### src/rtl/irqc_pkg.sv
package irqc_pkg;
  localparam int BANK_W     = 32;
  localparam int MAX_BANKS  = 2;
  localparam int PRIO_IDX_W = 6;
  localparam int PAD_W      = MAX_BANKS * BANK_W;

  typedef enum logic [2:0] {
    RD_NONE, RD_IRQP, RD_MASK, RD_ROUTE, RD_FIQP, RD_RAW, RD_CTRL, RD_PRIO
  } rdSel_e;

  typedef struct packed {
    logic [MAX_BANKS-1:0]  wrMask;
    logic [MAX_BANKS-1:0]  wrRoute;
    logic                  wrCtrl;
    logic                  wrPrio;
    rdSel_e                rdSel;
    logic                  rdBank;
    logic [PRIO_IDX_W-1:0] prioIdx;
  } regStrobe_t;
endpackage

### src/rtl/irqc_regctl.sv
module irqc_regctl
  import irqc_pkg::*;
#(
  parameter int NUM_SRC = 40,
  parameter int ADDR_W  = 8
) (
  input  logic [ADDR_W-1:0] busAddr,
  input  logic              busWrEn,
  output regStrobe_t        strobe
);
  localparam logic [ADDR_W-1:0] OFF_B0_IRQP  = ADDR_W'(8'h00);
  localparam logic [ADDR_W-1:0] OFF_B0_MASK  = ADDR_W'(8'h04);
  localparam logic [ADDR_W-1:0] OFF_B0_ROUTE = ADDR_W'(8'h08);
  localparam logic [ADDR_W-1:0] OFF_B0_FIQP  = ADDR_W'(8'h0C);
  localparam logic [ADDR_W-1:0] OFF_B0_RAW   = ADDR_W'(8'h10);
  localparam logic [ADDR_W-1:0] OFF_CTRL     = ADDR_W'(8'h14);
  localparam logic [ADDR_W-1:0] OFF_B1_IRQP  = ADDR_W'(8'h9C);
  localparam logic [ADDR_W-1:0] OFF_B1_MASK  = ADDR_W'(8'hA0);
  localparam logic [ADDR_W-1:0] OFF_B1_ROUTE = ADDR_W'(8'hA4);
  localparam logic [ADDR_W-1:0] OFF_B1_FIQP  = ADDR_W'(8'hA8);
  localparam logic [ADDR_W-1:0] OFF_B1_RAW   = ADDR_W'(8'hAC);
  localparam logic [ADDR_W-1:0] PRIO0_BASE   = ADDR_W'(8'h1C);
  localparam logic [ADDR_W-1:0] PRIO0_LAST   = PRIO0_BASE + ADDR_W'(4 * (BANK_W - 1));
  localparam logic [ADDR_W-1:0] PRIO1_BASE   = ADDR_W'(8'hB0);
  localparam logic [ADDR_W-1:0] PRIO1_LAST   = PRIO1_BASE + ADDR_W'(4 * (NUM_SRC - BANK_W - 1));

  logic              aligned;
  logic [ADDR_W-1:0] prioOff0;
  logic [ADDR_W-1:0] prioOff1;

  assign aligned  = (busAddr[1:0] == 2'b00);
  assign prioOff0 = busAddr - PRIO0_BASE;
  assign prioOff1 = busAddr - PRIO1_BASE;

  always_comb begin
    strobe.wrMask  = '0;
    strobe.wrRoute = '0;
    strobe.wrCtrl  = 1'b0;
    strobe.wrPrio  = 1'b0;
    strobe.rdSel   = RD_NONE;
    strobe.rdBank  = 1'b0;
    strobe.prioIdx = '0;
    case (busAddr)
      OFF_B0_IRQP:  strobe.rdSel = RD_IRQP;
      OFF_B0_FIQP:  strobe.rdSel = RD_FIQP;
      OFF_B0_RAW:   strobe.rdSel = RD_RAW;
      OFF_B0_MASK: begin
        strobe.rdSel     = RD_MASK;
        strobe.wrMask[0] = busWrEn;
      end
      OFF_B0_ROUTE: begin
        strobe.rdSel      = RD_ROUTE;
        strobe.wrRoute[0] = busWrEn;
      end
      OFF_CTRL: begin
        strobe.rdSel  = RD_CTRL;
        strobe.wrCtrl = busWrEn;
      end
      OFF_B1_IRQP: begin
        strobe.rdSel  = RD_IRQP;
        strobe.rdBank = 1'b1;
      end
      OFF_B1_FIQP: begin
        strobe.rdSel  = RD_FIQP;
        strobe.rdBank = 1'b1;
      end
      OFF_B1_RAW: begin
        strobe.rdSel  = RD_RAW;
        strobe.rdBank = 1'b1;
      end
      OFF_B1_MASK: begin
        strobe.rdSel     = RD_MASK;
        strobe.rdBank    = 1'b1;
        strobe.wrMask[1] = busWrEn;
      end
      OFF_B1_ROUTE: begin
        strobe.rdSel      = RD_ROUTE;
        strobe.rdBank     = 1'b1;
        strobe.wrRoute[1] = busWrEn;
      end
      default: begin
        if (aligned && busAddr >= PRIO0_BASE && busAddr <= PRIO0_LAST) begin
          strobe.rdSel   = RD_PRIO;
          strobe.wrPrio  = busWrEn;
          strobe.prioIdx = prioOff0[PRIO_IDX_W+1:2];
        end else if (aligned && busAddr >= PRIO1_BASE && busAddr <= PRIO1_LAST) begin
          strobe.rdSel   = RD_PRIO;
          strobe.wrPrio  = busWrEn;
          strobe.prioIdx = PRIO_IDX_W'(BANK_W) + prioOff1[PRIO_IDX_W+1:2];
        end
      end
    endcase
  end
endmodule

### src/rtl/irqc_datapath.sv
module irqc_datapath
  import irqc_pkg::*;
#(
  parameter int NUM_SRC     = 40,
  parameter int SYNC_STAGES = 2
) (
  input  logic               clk,
  input  logic               rst,
  input  logic [NUM_SRC-1:0] srcIn,
  input  logic               halted,
  input  logic [BANK_W-1:0]  busWrData,
  input  regStrobe_t         strobe,
  output logic [BANK_W-1:0]  rdData,
  output logic               irqOut,
  output logic               fiqOut,
  output logic               wakeOut,
  output logic [NUM_SRC-1:0] pendVec,
  output logic [NUM_SRC-1:0] maskVec,
  output logic [NUM_SRC-1:0] routeVec,
  output logic               idleAll
);
  localparam int PAD_FILL = PAD_W - NUM_SRC;

  logic [NUM_SRC-1:0] syncStage [SYNC_STAGES];

  generate
    for (genvar s = 0; s < SYNC_STAGES; s++) begin : g_sync
      always_ff @(posedge clk) begin
        if (rst) syncStage[s] <= '0;
        else if (s == 0) syncStage[s] <= srcIn;
        else syncStage[s] <= syncStage[(s == 0) ? 0 : s - 1];
      end
    end
  endgenerate

  assign pendVec = syncStage[SYNC_STAGES-1];

  logic [PAD_W-1:0] pendPad, maskPad, routePad, maskNext, routeNext;
  assign pendPad  = {{PAD_FILL{1'b0}}, pendVec};
  assign maskPad  = {{PAD_FILL{1'b0}}, maskVec};
  assign routePad = {{PAD_FILL{1'b0}}, routeVec};

  always_comb begin
    maskNext  = maskPad;
    routeNext = routePad;
    for (int b = 0; b < MAX_BANKS; b++) begin
      if (strobe.wrMask[b])  maskNext[b*BANK_W +: BANK_W]  = busWrData;
      if (strobe.wrRoute[b]) routeNext[b*BANK_W +: BANK_W] = busWrData;
    end
  end

  logic                  prioValid [NUM_SRC];
  logic [PRIO_IDX_W-1:0] prioId    [NUM_SRC];

  always_ff @(posedge clk) begin
    if (rst) begin
      maskVec  <= '0;
      routeVec <= '0;
      idleAll  <= 1'b0;
      for (int i = 0; i < NUM_SRC; i++) begin
        prioValid[i] <= 1'b0;
        prioId[i]    <= '0;
      end
    end else begin
      maskVec  <= maskNext[NUM_SRC-1:0];
      routeVec <= routeNext[NUM_SRC-1:0];
      if (strobe.wrCtrl) idleAll <= ~busWrData[0];
      if (strobe.wrPrio && int'(strobe.prioIdx) < NUM_SRC) begin
        prioValid[strobe.prioIdx] <= busWrData[BANK_W-1];
        prioId[strobe.prioIdx]    <= busWrData[PRIO_IDX_W-1:0];
      end
    end
  end

  logic [NUM_SRC-1:0] liveVec, irqVec, fiqVec, wakeVec;
  assign liveVec = pendVec & maskVec;
  assign irqVec  = liveVec & ~routeVec;
  assign fiqVec  = liveVec & routeVec;
  assign wakeVec = pendVec & (maskVec | {NUM_SRC{idleAll}});

  always_ff @(posedge clk) begin
    if (rst) begin
      irqOut  <= 1'b0;
      fiqOut  <= 1'b0;
      wakeOut <= 1'b0;
    end else begin
      irqOut  <= |irqVec;
      fiqOut  <= |fiqVec;
      wakeOut <= halted && (|wakeVec);
    end
  end

  function automatic logic [BANK_W-1:0] pickBank(input logic [PAD_W-1:0] v, input logic hi);
    return hi ? v[PAD_W-1 -: BANK_W] : v[BANK_W-1:0];
  endfunction

  logic [PAD_W-1:0] irqPad, fiqPad;
  assign irqPad = pendPad & maskPad & ~routePad;
  assign fiqPad = pendPad & maskPad & routePad;

  always_comb begin
    rdData = '0;
    case (strobe.rdSel)
      RD_IRQP:  rdData = pickBank(irqPad, strobe.rdBank);
      RD_FIQP:  rdData = pickBank(fiqPad, strobe.rdBank);
      RD_RAW:   rdData = pickBank(pendPad, strobe.rdBank);
      RD_MASK:  rdData = pickBank(maskPad, strobe.rdBank);
      RD_ROUTE: rdData = pickBank(routePad, strobe.rdBank);
      RD_CTRL:  rdData = {{(BANK_W-1){1'b0}}, ~idleAll};
      RD_PRIO: begin
        if (int'(strobe.prioIdx) < NUM_SRC)
          rdData = {prioValid[strobe.prioIdx], {(BANK_W-1-PRIO_IDX_W){1'b0}},
                    prioId[strobe.prioIdx]};
      end
      default:  rdData = '0;
    endcase
  end
endmodule

### src/rtl/irq_route_ctrl.sv
module irq_route_ctrl
  import irqc_pkg::*;
#(
  parameter int NUM_SRC = 40,
  parameter int ADDR_W  = 8
) (
  input  logic               clk,
  input  logic               rst,
  input  logic [NUM_SRC-1:0] srcIn,
  input  logic               halted,
  input  logic [ADDR_W-1:0]  busAddr,
  input  logic               busWrEn,
  input  logic [BANK_W-1:0]  busWrData,
  output logic [BANK_W-1:0]  busRdData,
  output logic               irqOut,
  output logic               fiqOut,
  output logic               wakeOut
);
  regStrobe_t         strobe;
  logic [NUM_SRC-1:0] pendVec, maskVec, routeVec;
  logic               idleAll;

  irqc_regctl #(.NUM_SRC(NUM_SRC), .ADDR_W(ADDR_W)) u_ctl (
    .busAddr (busAddr),
    .busWrEn (busWrEn),
    .strobe  (strobe)
  );

  irqc_datapath #(.NUM_SRC(NUM_SRC), .SYNC_STAGES(2)) u_dp (
    .clk       (clk),
    .rst       (rst),
    .srcIn     (srcIn),
    .halted    (halted),
    .busWrData (busWrData),
    .strobe    (strobe),
    .rdData    (busRdData),
    .irqOut    (irqOut),
    .fiqOut    (fiqOut),
    .wakeOut   (wakeOut),
    .pendVec   (pendVec),
    .maskVec   (maskVec),
    .routeVec  (routeVec),
    .idleAll   (idleAll)
  );
endmodule

### config.mk
export PLATFORM = sky130hd
export DESIGN_NAME = irq_route_ctrl
export DESIGN_NICKNAME = d
export VERILOG_FILES = /design/src/rtl/irqc_pkg.sv /design/src/rtl/irqc_regctl.sv /design/src/rtl/irqc_datapath.sv /design/src/rtl/irq_route_ctrl.sv
export SDC_FILE = /design/constraint.sdc
export NUM_CORES = 1
export LEC_CHECK = 0
export ABC_AREA = 1
export BUFFER_PORTS_ARGS = -buffer_cell sky130_fd_sc_hd__buf_4
export CAP_MARGIN = 30
export CORE_UTILIZATION = 25
export DETAILED_ROUTE_END_ITERATION = 10
export PLACE_DENSITY = 0.39
export SLEW_MARGIN = 10
export SYNTH_ARGS = -nofsm -noshare
export SYNTH_HDL_FRONTEND = slang
export SYNTH_SLANG_ARGS = --single-unit
### constraint.sdc
create_clock -name clk -period 5.5 [get_ports clk]
set_input_delay 0.275 -clock clk [delete_from_list [all_inputs] [get_ports clk]]
set_output_delay 0.275 -clock clk [all_outputs]
set_load 0.03 [all_outputs]
==> results of run 1 <==
## logic make-up after synthesis
group	after synthesis	synth area share
AND/OR/NAND/NOR	1529	0.280
buffers and inverters	476	0.0847
flip-flops	444	0.533
AO/OA/AOI/OAI	378	0.0941
adder cells (fa/ha/maj)	10	0.00571
XOR/XNOR	5	0.00200
## Yosys cell counts (all sizes together)
cell and number:
buf 32, a211oi 7, o21bai 4, nand3 68, nor3 24, ha 10, clkinv 10, nand4 16
nor2 581, nor4 13, a21boi 1, o32ai 6, a32o 1, a221oi 2, o2111ai 8, a22o 2
clkbuf 101, a2111oi 2, xnor2 2, o211ai 7, edfxtp 280, and3 1, a41oi 2, a31o 1
o2111a 1, o31ai 1, inv 333, nand3b 21, or2 9, nand2 795, o21ai 227, o22ai 4
and2 1, xor2 3, a21oi 88, dfxtp 164, a31oi 14
## power breakdown
group	switching, µW	leakage (µW)	internal (µW)
sequential	51.0	0.00400	3670
clock	1490	0.000938	2360
combinational	528	0.00656	231
total	2070	0.0115	6260
## critical path: cells and delay by family
family	cells	cell delay, ps
adders and majority gates	1	280
buffers and inverters	3	470
and+or+nand+nor	16	3060
## per-stage QoR
stage,cell area [µm²],worst slack (ps)
floorplan,21900,2530
detailed placement,24100,1110
CTS,26700,1090
finish,26700,1130
global placement,24100,736
global route,26700,714
## timing repair
| action | in CTS | in global routing |
|---|---|---|
| resized for setup | 0 | 0 |
| hold endpoints to repair | 95 | 0 |
| buffers inserted | 0 | 0 |
| hold buffers | 67 | 0 |
## area by class of cell
type                       instances  share of cell area
multi-input combinational       1922               0.314
sequential                       444               0.438
inverter                         343              0.0483
timing repair buffer             232              0.0741
tap                             1155              0.0541
clock inverter                    34              0.0167
clock buffer                      65              0.0549
## flip-flops by register name, indices dropped and copies added (netlist names)
| register | count |
|---|---|
| u_dp.routeVec | 40 |
| u_dp.idleAll | 1 |
| u_dp.prioId | 240 |
| u_dp.prioValid | 40 |
| u_dp.irqOut | 1 |
| u_dp.syncStage | 80 |
| u_dp.wakeOut | 1 |
| u_dp.fiqOut | 1 |
| u_dp.maskVec | 40 |
## routing by layer
layer  vias up  wire length (µm)  global-route usage
li1       9382                 -                   -
met1      9197             36100               0.238
met2       485             35700               0.277
met3       107              3460              0.0198
met4         0              2090              0.0514
met5         -                 0                   0
## path summary, 6_finish.rpt
check                        start               endpoint  slack, ps  cells after the start
max                     busAddr[5]          busRdData[31]       1130                     20
max reg2reg   u_dp.syncStage[1][3]            u_dp.fiqOut       3110                      8
min                            rst   u_dp.syncStage[0][8]         90                      2
min reg2reg  u_dp.syncStage[0][12]  u_dp.syncStage[1][12]        400                      2
==> impl_metrics.tcl, run 1 <==
set metrics [dict create \
    status "completed" \
    yosys.area.top_type "edfxtp_1" \
    slowest_stage "nor2_1" \
    boundaryPins 119 \
    synth_area_per_cell_um2 7.71 \
    ir_drop_mv 0.203 \
    min_path_type "input port to flip-flop" \
    synth.distinct_cells 48 \
    routed_via_density 4.57 \
    hold_ws_ps 86.6 \
    drt_iter0_drc 1440 \
    crit_path_frequent_cell "nand2_1" \
    finClkSkew_ps 36.9 \
    cellPowerDensity_mw_per_mm2 312 \
    core_mm2 0.0868 \
    grt_max_degree 55 \
    grtUsageTotal 0.171 \
    h-tree-depth 2 \
    cts-buffers-inserted 54 \
    power_uw 8320 \
    postRouteAntennaNets 0 \
    synthCells 2842 \
    clk_latency_ps 620 \
    grt_pass1_vias 18915 \
    ys_top_cells_by_area "edfxtp_1, dfxtp_1, nand2_1" \
    worst_pin_slew_ps 987 \
    ys_ff_latch 444 \
    cts.clk_slew.worst_paths_ps 60 \
    drc 0 \
    period_minus_slack_ps 4370 \
    drive_above_1_share 0.0964 \
    layout.area.seq_mm2 0.0117 \
    finalNonFillerCells 4195 \
    design.die.area_mm2 0.0889 \
    endpoint_kind "output port" \
    dp_hpwl_um 52200 \
    cts_tree "done" \
    postLayoutCoreUtil 0.308 \
    vias 19171 \
    rsz0062_at_grt "no" \
    cellLeakagePower_uw 0.0115 \
    num_rows 108 \
    min_period_over_period 0.795 \
    antenna_found_initial 0 \
    critPathKind "input port to output port" \
    netlist_area_mm2 0.0219 \
    finalHoldViolations 0 \
    start_kind "input port" \
    drtPass1Iterations 6 \
    fin_nets 3091 \
    final_cell_mix "nand2_1, nor2_1, inv_1, edfxtp_1, o21ai_0" \
    drv_cap 0 \
    final_common_cell "nand2_1" \
    fillers 9405 \
    io_buffers 118 \
    dpl.cell_count 4028 \
    post_drt_wl_per_cell_um 18.4 \
    cts.sinks 444 \
    crit_path_cell_trace "buf_4 -> inv_1 -> ha_1 -> nand2_1 -> nor2_1 -> nor2_1 -> nand3_1 -> nor2_8 -> nand2_2 -> nor2_4 -> nand2_1 -> nor2_1 -> nand2_1 -> nand2_1 -> nor2_1 -> nand3_1 -> nand3_1 -> nand2_1 -> nand2_1 -> buf_4" \
    area_delta_synth_final_pct 21.9 \
    yosysTopAreaCellShare 0.384 \
    die_h_um 298 \
    setup_violations 0 \
    totalWireLength_um 77400 \
    report.final.slew_viol_count 0 \
    yosysSeqAreaShare 0.533 \
    grt-ovfl-total 0 \
    num_antenna_cells 0 \
    fmax_mhz 229 \
    cts_root_buf "clkbuf_16" \
    slew_headroom 0.325 \
    gp_congestion 0.848 \
    multi_input_area_mm2 0.00839 \
    path_max_fanout 27 \
    synth_warnings 0 \
    worstPathRequired_ps 5220 \
    grt_pass1_wl_um 117000 \
    fp.dieW_um 298 \
    clockBufferDepth 3 \
    slowest_delay_ps 710 \
    syn_nets 2936 \
    finalSetupTns_ps 0 \
    critPathArrivalTime_ps 4100 \
    start_util 0.253 \
]
No activity file was read; power rests on OpenSTA's default activity.
==> inputs of run 2 (changes only) <==
--- a/config.mk
+++ b/config.mk
@@ -10,7 +10,7 @@
 export CAP_MARGIN = 30
 export CORE_UTILIZATION = 25
 export DETAILED_ROUTE_END_ITERATION = 10
-export PLACE_DENSITY = 0.39
+export PLACE_DENSITY = 0.41
 export SLEW_MARGIN = 10
 export SYNTH_ARGS = -nofsm -noshare
 export SYNTH_HDL_FRONTEND = slang
==> constraint.sdc (replaced) <==
create_clock -name clk -period 4 [get_ports clk]
set_input_delay 0.2 -clock clk [delete_from_list [all_inputs] [get_ports clk]]
set_output_delay 0.2 -clock clk [all_outputs]
set_load 0.03 [all_outputs]
==> impl_metrics.tcl, run 2 (synthesized netlist as in run 1, its figures left out) <==
set metrics [dict create \
    critPathArrivalTime_ps 3510 \
    finClkSkew_ps 19.7 \
    hold_depth 4 \
    reg2reg_from "u_dp.idleAll" \
    rsz0062_at_grt "yes" \
    rr_worst_depth 7 \
    clockBufferDepth 3 \
    endpoint_kind "output port" \
    worstPathRequired_ps 3800 \
    rr_endpoint "u_dp.wakeOut" \
    slew_headroom 0.367 \
    largest_reg_flops 240 \
    routed_via_density 4.56 \
    num_antenna_cells 0 \
    postRouteAntennaNets 0 \
    die_h_um 298 \
    start_kind "input port" \
    finalHoldViolations 0 \
    r2r_slack_ps 1750 \
    drc 0 \
    post_drt_wl_per_cell_um 17.9 \
    status "completed" \
    ir_drop_mv 0.290 \
    drt_iter0_drc 1564 \
    top_register "u_dp.prioId" \
    totalWireLength_um 76200 \
    finalSetupTns_ps 0 \
    io_buffers 118 \
    drv_cap 0 \
    crit_path_frequent_cell "nand2_1" \
    fp.dieW_um 298 \
    fin_nets 3152 \
    min_path_type "input port to flip-flop" \
    critical_path_buf_inv_count 7 \
    reg_top3 "u_dp.prioId x240, u_dp.syncStage x80" \
    grt_max_degree 82 \
    clk_latency_ps 620 \
    cts.sinks 444 \
    drive_above_1_share 0.111 \
    grt-ovfl-total 0 \
    grtUsageTotal 0.167 \
    vias 19393 \
    start_util 0.253 \
    final_common_cell "nand2_1" \
    cellPowerDensity_mw_per_mm2 408 \
    grt_pass1_vias 18932 \
    cp.depth 25 \
    slowest_delay_ps 270 \
    num_rows 108 \
    setup_violations 0 \
    dpl.cell_count 4082 \
    drtPass1Iterations 5 \
    report.final.slew_viol_count 0 \
    area_delta_synth_final_pct 23.4 \
    path_max_fanout 37 \
    grt_pass1_wl_um 115000 \
    path_delay_family "simple AND/OR/NAND/NOR gates" \
    min_period_over_period 0.927 \
    cellLeakagePower_uw 0.0117 \
    boundaryPins 119 \
    cp-startpoint "busAddr[5]" \
    critPathKind "input port to output port" \
    cts_root_buf "clkbuf_16" \
    slowest_stage "ha_1" \
    endpoint "busRdData[31]" \
    fmax_mhz 270 \
    cts-buffers-inserted 53 \
    dp_hpwl_um 51600 \
    period_minus_slack_ps 3710 \
    cts_tree "done" \
    finalNonFillerCells 4256 \
    antenna_found_initial 1 \
    fillers 9343 \
    core_mm2 0.0868 \
    gp_congestion 0.917 \
    worst_pin_slew_ps 946 \
    final_cell_mix "nand2_1, nor2_1, inv_1, edfxtp_1, o21ai_0" \
    design.die.area_mm2 0.0889 \
    h-tree-depth 2 \
    cts.clk_slew.worst_paths_ps 50 \
]
==> run 2: changes by cell type in the layout (fill, tap and decap cells not counted), moves of 2 or more <==
| cell | delta |
|---|---|
| buf_4 | +54 |
| clkinv_1 | +7 |
| buf_12 | +6 |
| bufinv_16 | -5 |
| clkinv_2 | -3 |
| inv_2 | -3 |
| inv_6 | +3 |
| buf_16 | -2 |
| clkbuf_1 | +2 |
| dlygate4sd3_1 | +2 |
==> run 2: layer usage <==
metal,up-vias,wire (µm),global-route usage
met5,-,9,0
met4,2,2090,0.0520
met3,125,3090,0.0192
met2,471,35400,0.275
met1,9289,35600,0.228
li1,9506,-,-
==> run 2: tightest hold or removal path, delay by kind of cell <==
family | cells | cell delay (ps)
AOI/OAI and AO/OA | 1 | 80
buffers and inverters | 2 | 220
and+or+nand+nor | 1 | 170
==> run 2: report_power, final <==
part / internal, µW / switching [µW]
Clock: 2830 / 2040
Sequential: 5040 / 69.0
Combinational: 341 / 728
Total: 8210 / 2840
==> run 2: how the worst min path moves through the flow <==
| stage | from | end | slack, ps |
|---|---|---|---|
| 3_3_place_gp | u_dp.syncStage[0][28] | u_dp.syncStage[1][28] | 390 |
| 3_5_place_dp | u_dp.syncStage[0][1] | u_dp.syncStage[1][1] | 390 |
| 2_1_floorplan | busWrData[0] | u_dp.idleAll | 290 |
| 5_1_grt | busWrEn | u_dp.idleAll | 160 |
| 6_report | busWrEn | u_dp.idleAll | 120 |
| 4_1_cts | busWrEn | u_dp.idleAll | 90 |
==> run 2: layout make-up <==
class | count | area, µm² | share of cell area
flip-flops and latches | 444 | 11700 | 0.432
multi-input cells | 1922 | 8390 | 0.310
repair buffers | 294 | 2510 | 0.0928
well taps | 1155 | 1450 | 0.0534
clock buffers | 65 | 1410 | 0.0522
inverters | 343 | 1290 | 0.0477
clock inverters | 33 | 309 | 0.0114
==> run 2: per-stage QoR <==
| stage | total power [µW] | setup slack (ps) | utilization | area, µm² | hold WS [ps] |
|---|---|---|---|---|---|
| floorplan | 5750 | 1180 | - | 21900 | 290 |
| global placement | 6210 | 368 | 0.283 | 24500 | 391 |
| detailed placement | 6220 | 313 | 0.283 | 24500 | 392 |
| CTS | 11200 | 305 | 0.311 | 27000 | 92.2 |
| global route | 11500 | -46.8 | 0.312 | 27100 | 159 |
| finish | 11100 | 293 | 0.312 | 27100 | 119 |
==> run 2: timing repair <==
action | in CTS | in global routing
resized for setup | 0 | 2
setup endpoints to repair | 0 | 7
endpoints found under the hold margin | 104 | 0
hold buffers | 69 | 0
buffers inserted | 0 | 5
==> inputs of run 3 (changes only) <==
--- a/config.mk
+++ b/config.mk
@@ -6,7 +6,7 @@
 export NUM_CORES = 1
 export LEC_CHECK = 0
 export ABC_AREA = 1
-export BUFFER_PORTS_ARGS = -buffer_cell sky130_fd_sc_hd__buf_4
+export BUFFER_PORTS_ARGS = -buffer_cell sky130_fd_sc_hd__buf_2
 export CAP_MARGIN = 30
 export CORE_UTILIZATION = 25
 export DETAILED_ROUTE_END_ITERATION = 10
==> constraint.sdc (replaced) <==
create_clock -name clk -period 4 [get_ports clk]
set_input_delay 0.2 -clock clk [delete_from_list [all_inputs] [get_ports clk]]
set_output_delay 0.2 -clock clk [all_outputs]
set_load 0.02 [all_outputs]
==> impl_metrics.tcl, run 3 (synthesized netlist as in run 1, its figures left out) <==
set metrics [dict create \
    status "completed" \
    p_comb_frac 0.094 \
    num_rows 108 \
    cts_root_buf "clkbuf_16" \
    drc 0 \
    fin_nets 3150 \
    postLayoutCoreUtil 0.309 \
    finalHoldViolations 0 \
    worst_pin_slew_ps 1000 \
    busiest_layer "met2" \
    grtUsageTotal 0.167 \
    totalWireLength_um 76200 \
    fmax_mhz 267 \
    cellLeakagePower_uw 0.0117 \
    use_met3 0.0212 \
    start_util 0.253 \
    use_met1 0.234 \
    core_mm2 0.0868 \
    clkPwrFrac 0.448 \
    clockBufferDepth 3 \
    dp_slack_ps 201 \
    largest_reg_flops 240 \
    min_path_type "input port to flip-flop" \
    clk_latency_ps 630 \
    h-tree-depth 2 \
    grt-ovfl-total 0 \
    hold_ws_ps 107 \
    min_period_over_period 0.937 \
    ir_drop_mv 0.272 \
    fp.dieW_um 298 \
    slew_headroom 0.332 \
    pwr-share-seq 0.459 \
    cts-buffers-inserted 52 \
    fin_ws_ps 250 \
    power_switching_uw 2830 \
    p_int_uw 8320 \
    swShare 0.254 \
    reg_top3 "u_dp.prioId x240, u_dp.syncStage x80" \
    worstPathRequired_ps 3800 \
    dp_hpwl_um 51700 \
    boundaryPins 119 \
    finClkSkew_ps 32.6 \
    top_register "u_dp.prioId" \
    area_delta_synth_final_pct 22.3 \
    finalSetupTns_ps 0 \
    drv_cap 0 \
    antenna_found_initial 1 \
    start_kind "input port" \
    design.die.area_mm2 0.0889 \
    post_drt_wl_per_cell_um 17.9 \
    setup_violations 0 \
    rsz0062_at_grt "no" \
    final_cell_mix "nand2_1, nor2_1, inv_1, edfxtp_1, o21ai_0" \
    dpl.cell_count 4079 \
    routed_via_density 4.47 \
    gp_congestion 0.844 \
    postRouteAntennaNets 0 \
    critPathKind "input port to output port" \
    report.final.slew_viol_count 0 \
    cts.clk_slew.worst_paths_ps 60 \
    endpoint_kind "output port" \
    finalNonFillerCells 4251 \
    grt_pass1_vias 18152 \
    vias 19023 \
    cts_tree "done" \
    final_common_cell "nand2_1" \
    cts.sinks 444 \
    drt_iter0_drc 1529 \
    drtPass1Iterations 5 \
    grtUsageMet2 0.270 \
    grt_pass1_wl_um 114000 \
    period_minus_slack_ps 3750 \
    drive_above_1_share 0.111 \
    io_buffers 118 \
    cellPowerDensity_mw_per_mm2 416 \
    die_h_um 298 \
    grt_max_degree 96 \
    num_antenna_cells 0 \
    critPathArrivalTime_ps 3550 \
    path_max_fanout 47 \
]
==> run 3: changes by cell type in the layout (fill, tap and decap cells not counted), sizes merged <==
cell / change
buf: -2
bufinv: +2
clkbuf: +1
clkinv: -8
clkinvlp: -2
inv: +4
==> run 3: path summary, 6_finish.rpt <==
| kind | depth (start not counted) | start | to | slack [ps] |
|---|---|---|---|---|
| max reg2reg | 7 | u_dp.idleAll | u_dp.wakeOut | 1800 |
| max | 25 | busAddr[5] | busRdData[1] | 250 |
| min | 3 | busWrData[4] | u_dp.prioId[38][4] | 110 |
| min reg2reg | 2 | u_dp.syncStage[0][37] | u_dp.syncStage[1][37] | 380 |
==> run 3: final cells by class <==
type	instances	area, µm²
inverters	343	1290
multi-input cells	1922	8400
repair buffers	293	2220
flip-flops and latches	444	11700
fillers	9452	59900
clock buffers	65	1410
clock inverters	29	348
well taps	1155	1450
==> run 3: power groups by stage <==
stage          combinational [µW]  sequential (µW)  clock [µW]
5_1_grt                      1160             5130        5270
3_3_place_gp                  982             5210           0
4_1_cts                      1030             5110        5120
3_5_place_dp                  980             5210           0
6_report                     1040             5110        4990
2_1_floorplan                 572             5180           0
==> run 3: per-layer routing <==
layer  vias up  share of wire  wire length [µm]
li1       9489              -                 -
met1      9025           0.48             36400
met2       417           0.46             34900
met3        92          0.042              3170
met4         0          0.023              1760
met5         -              0                 0
==> run 3: per-stage QoR <==
step	area, µm²	power, µW
5_1_grt	26800	11600
3_5_place_dp	24200	6190
4_1_cts	26700	11300
3_3_place_gp	24200	6190
6_report	26800	11100
2_1_floorplan	21900	5750
==> run 3: worst max-delay path: stages <==
cell and delay [ps]:
buf_2 120, inv_1 200, ha_1 280, inv_1 60, nor2_1 160, nand2_1 80, nand2_1 110, nand2_2 100
nand2_1 140, nand2_1 170, nor2_4 190, buf_4 150, clkbuf_8 300, nand2_1 70, o21ai_0 80, nand2_1 60
nand2_1 90, nand2_1 70, nand2_1 140, nand2_1 80, nand2_1 200, nor2_1 80, nand2_1 60, nand2_1 120
buf_2 200
==> run 3: timing repair <==
| action | CTS | global route |
|---|---|---|
| endpoints found under the setup margin | 0 | 7 |
| hold buffers | 68 | 1 |
| hold endpoints to repair | 97 | 4 |
| buffers inserted | 0 | 5 |
| gates resized for setup | 0 | 4 |
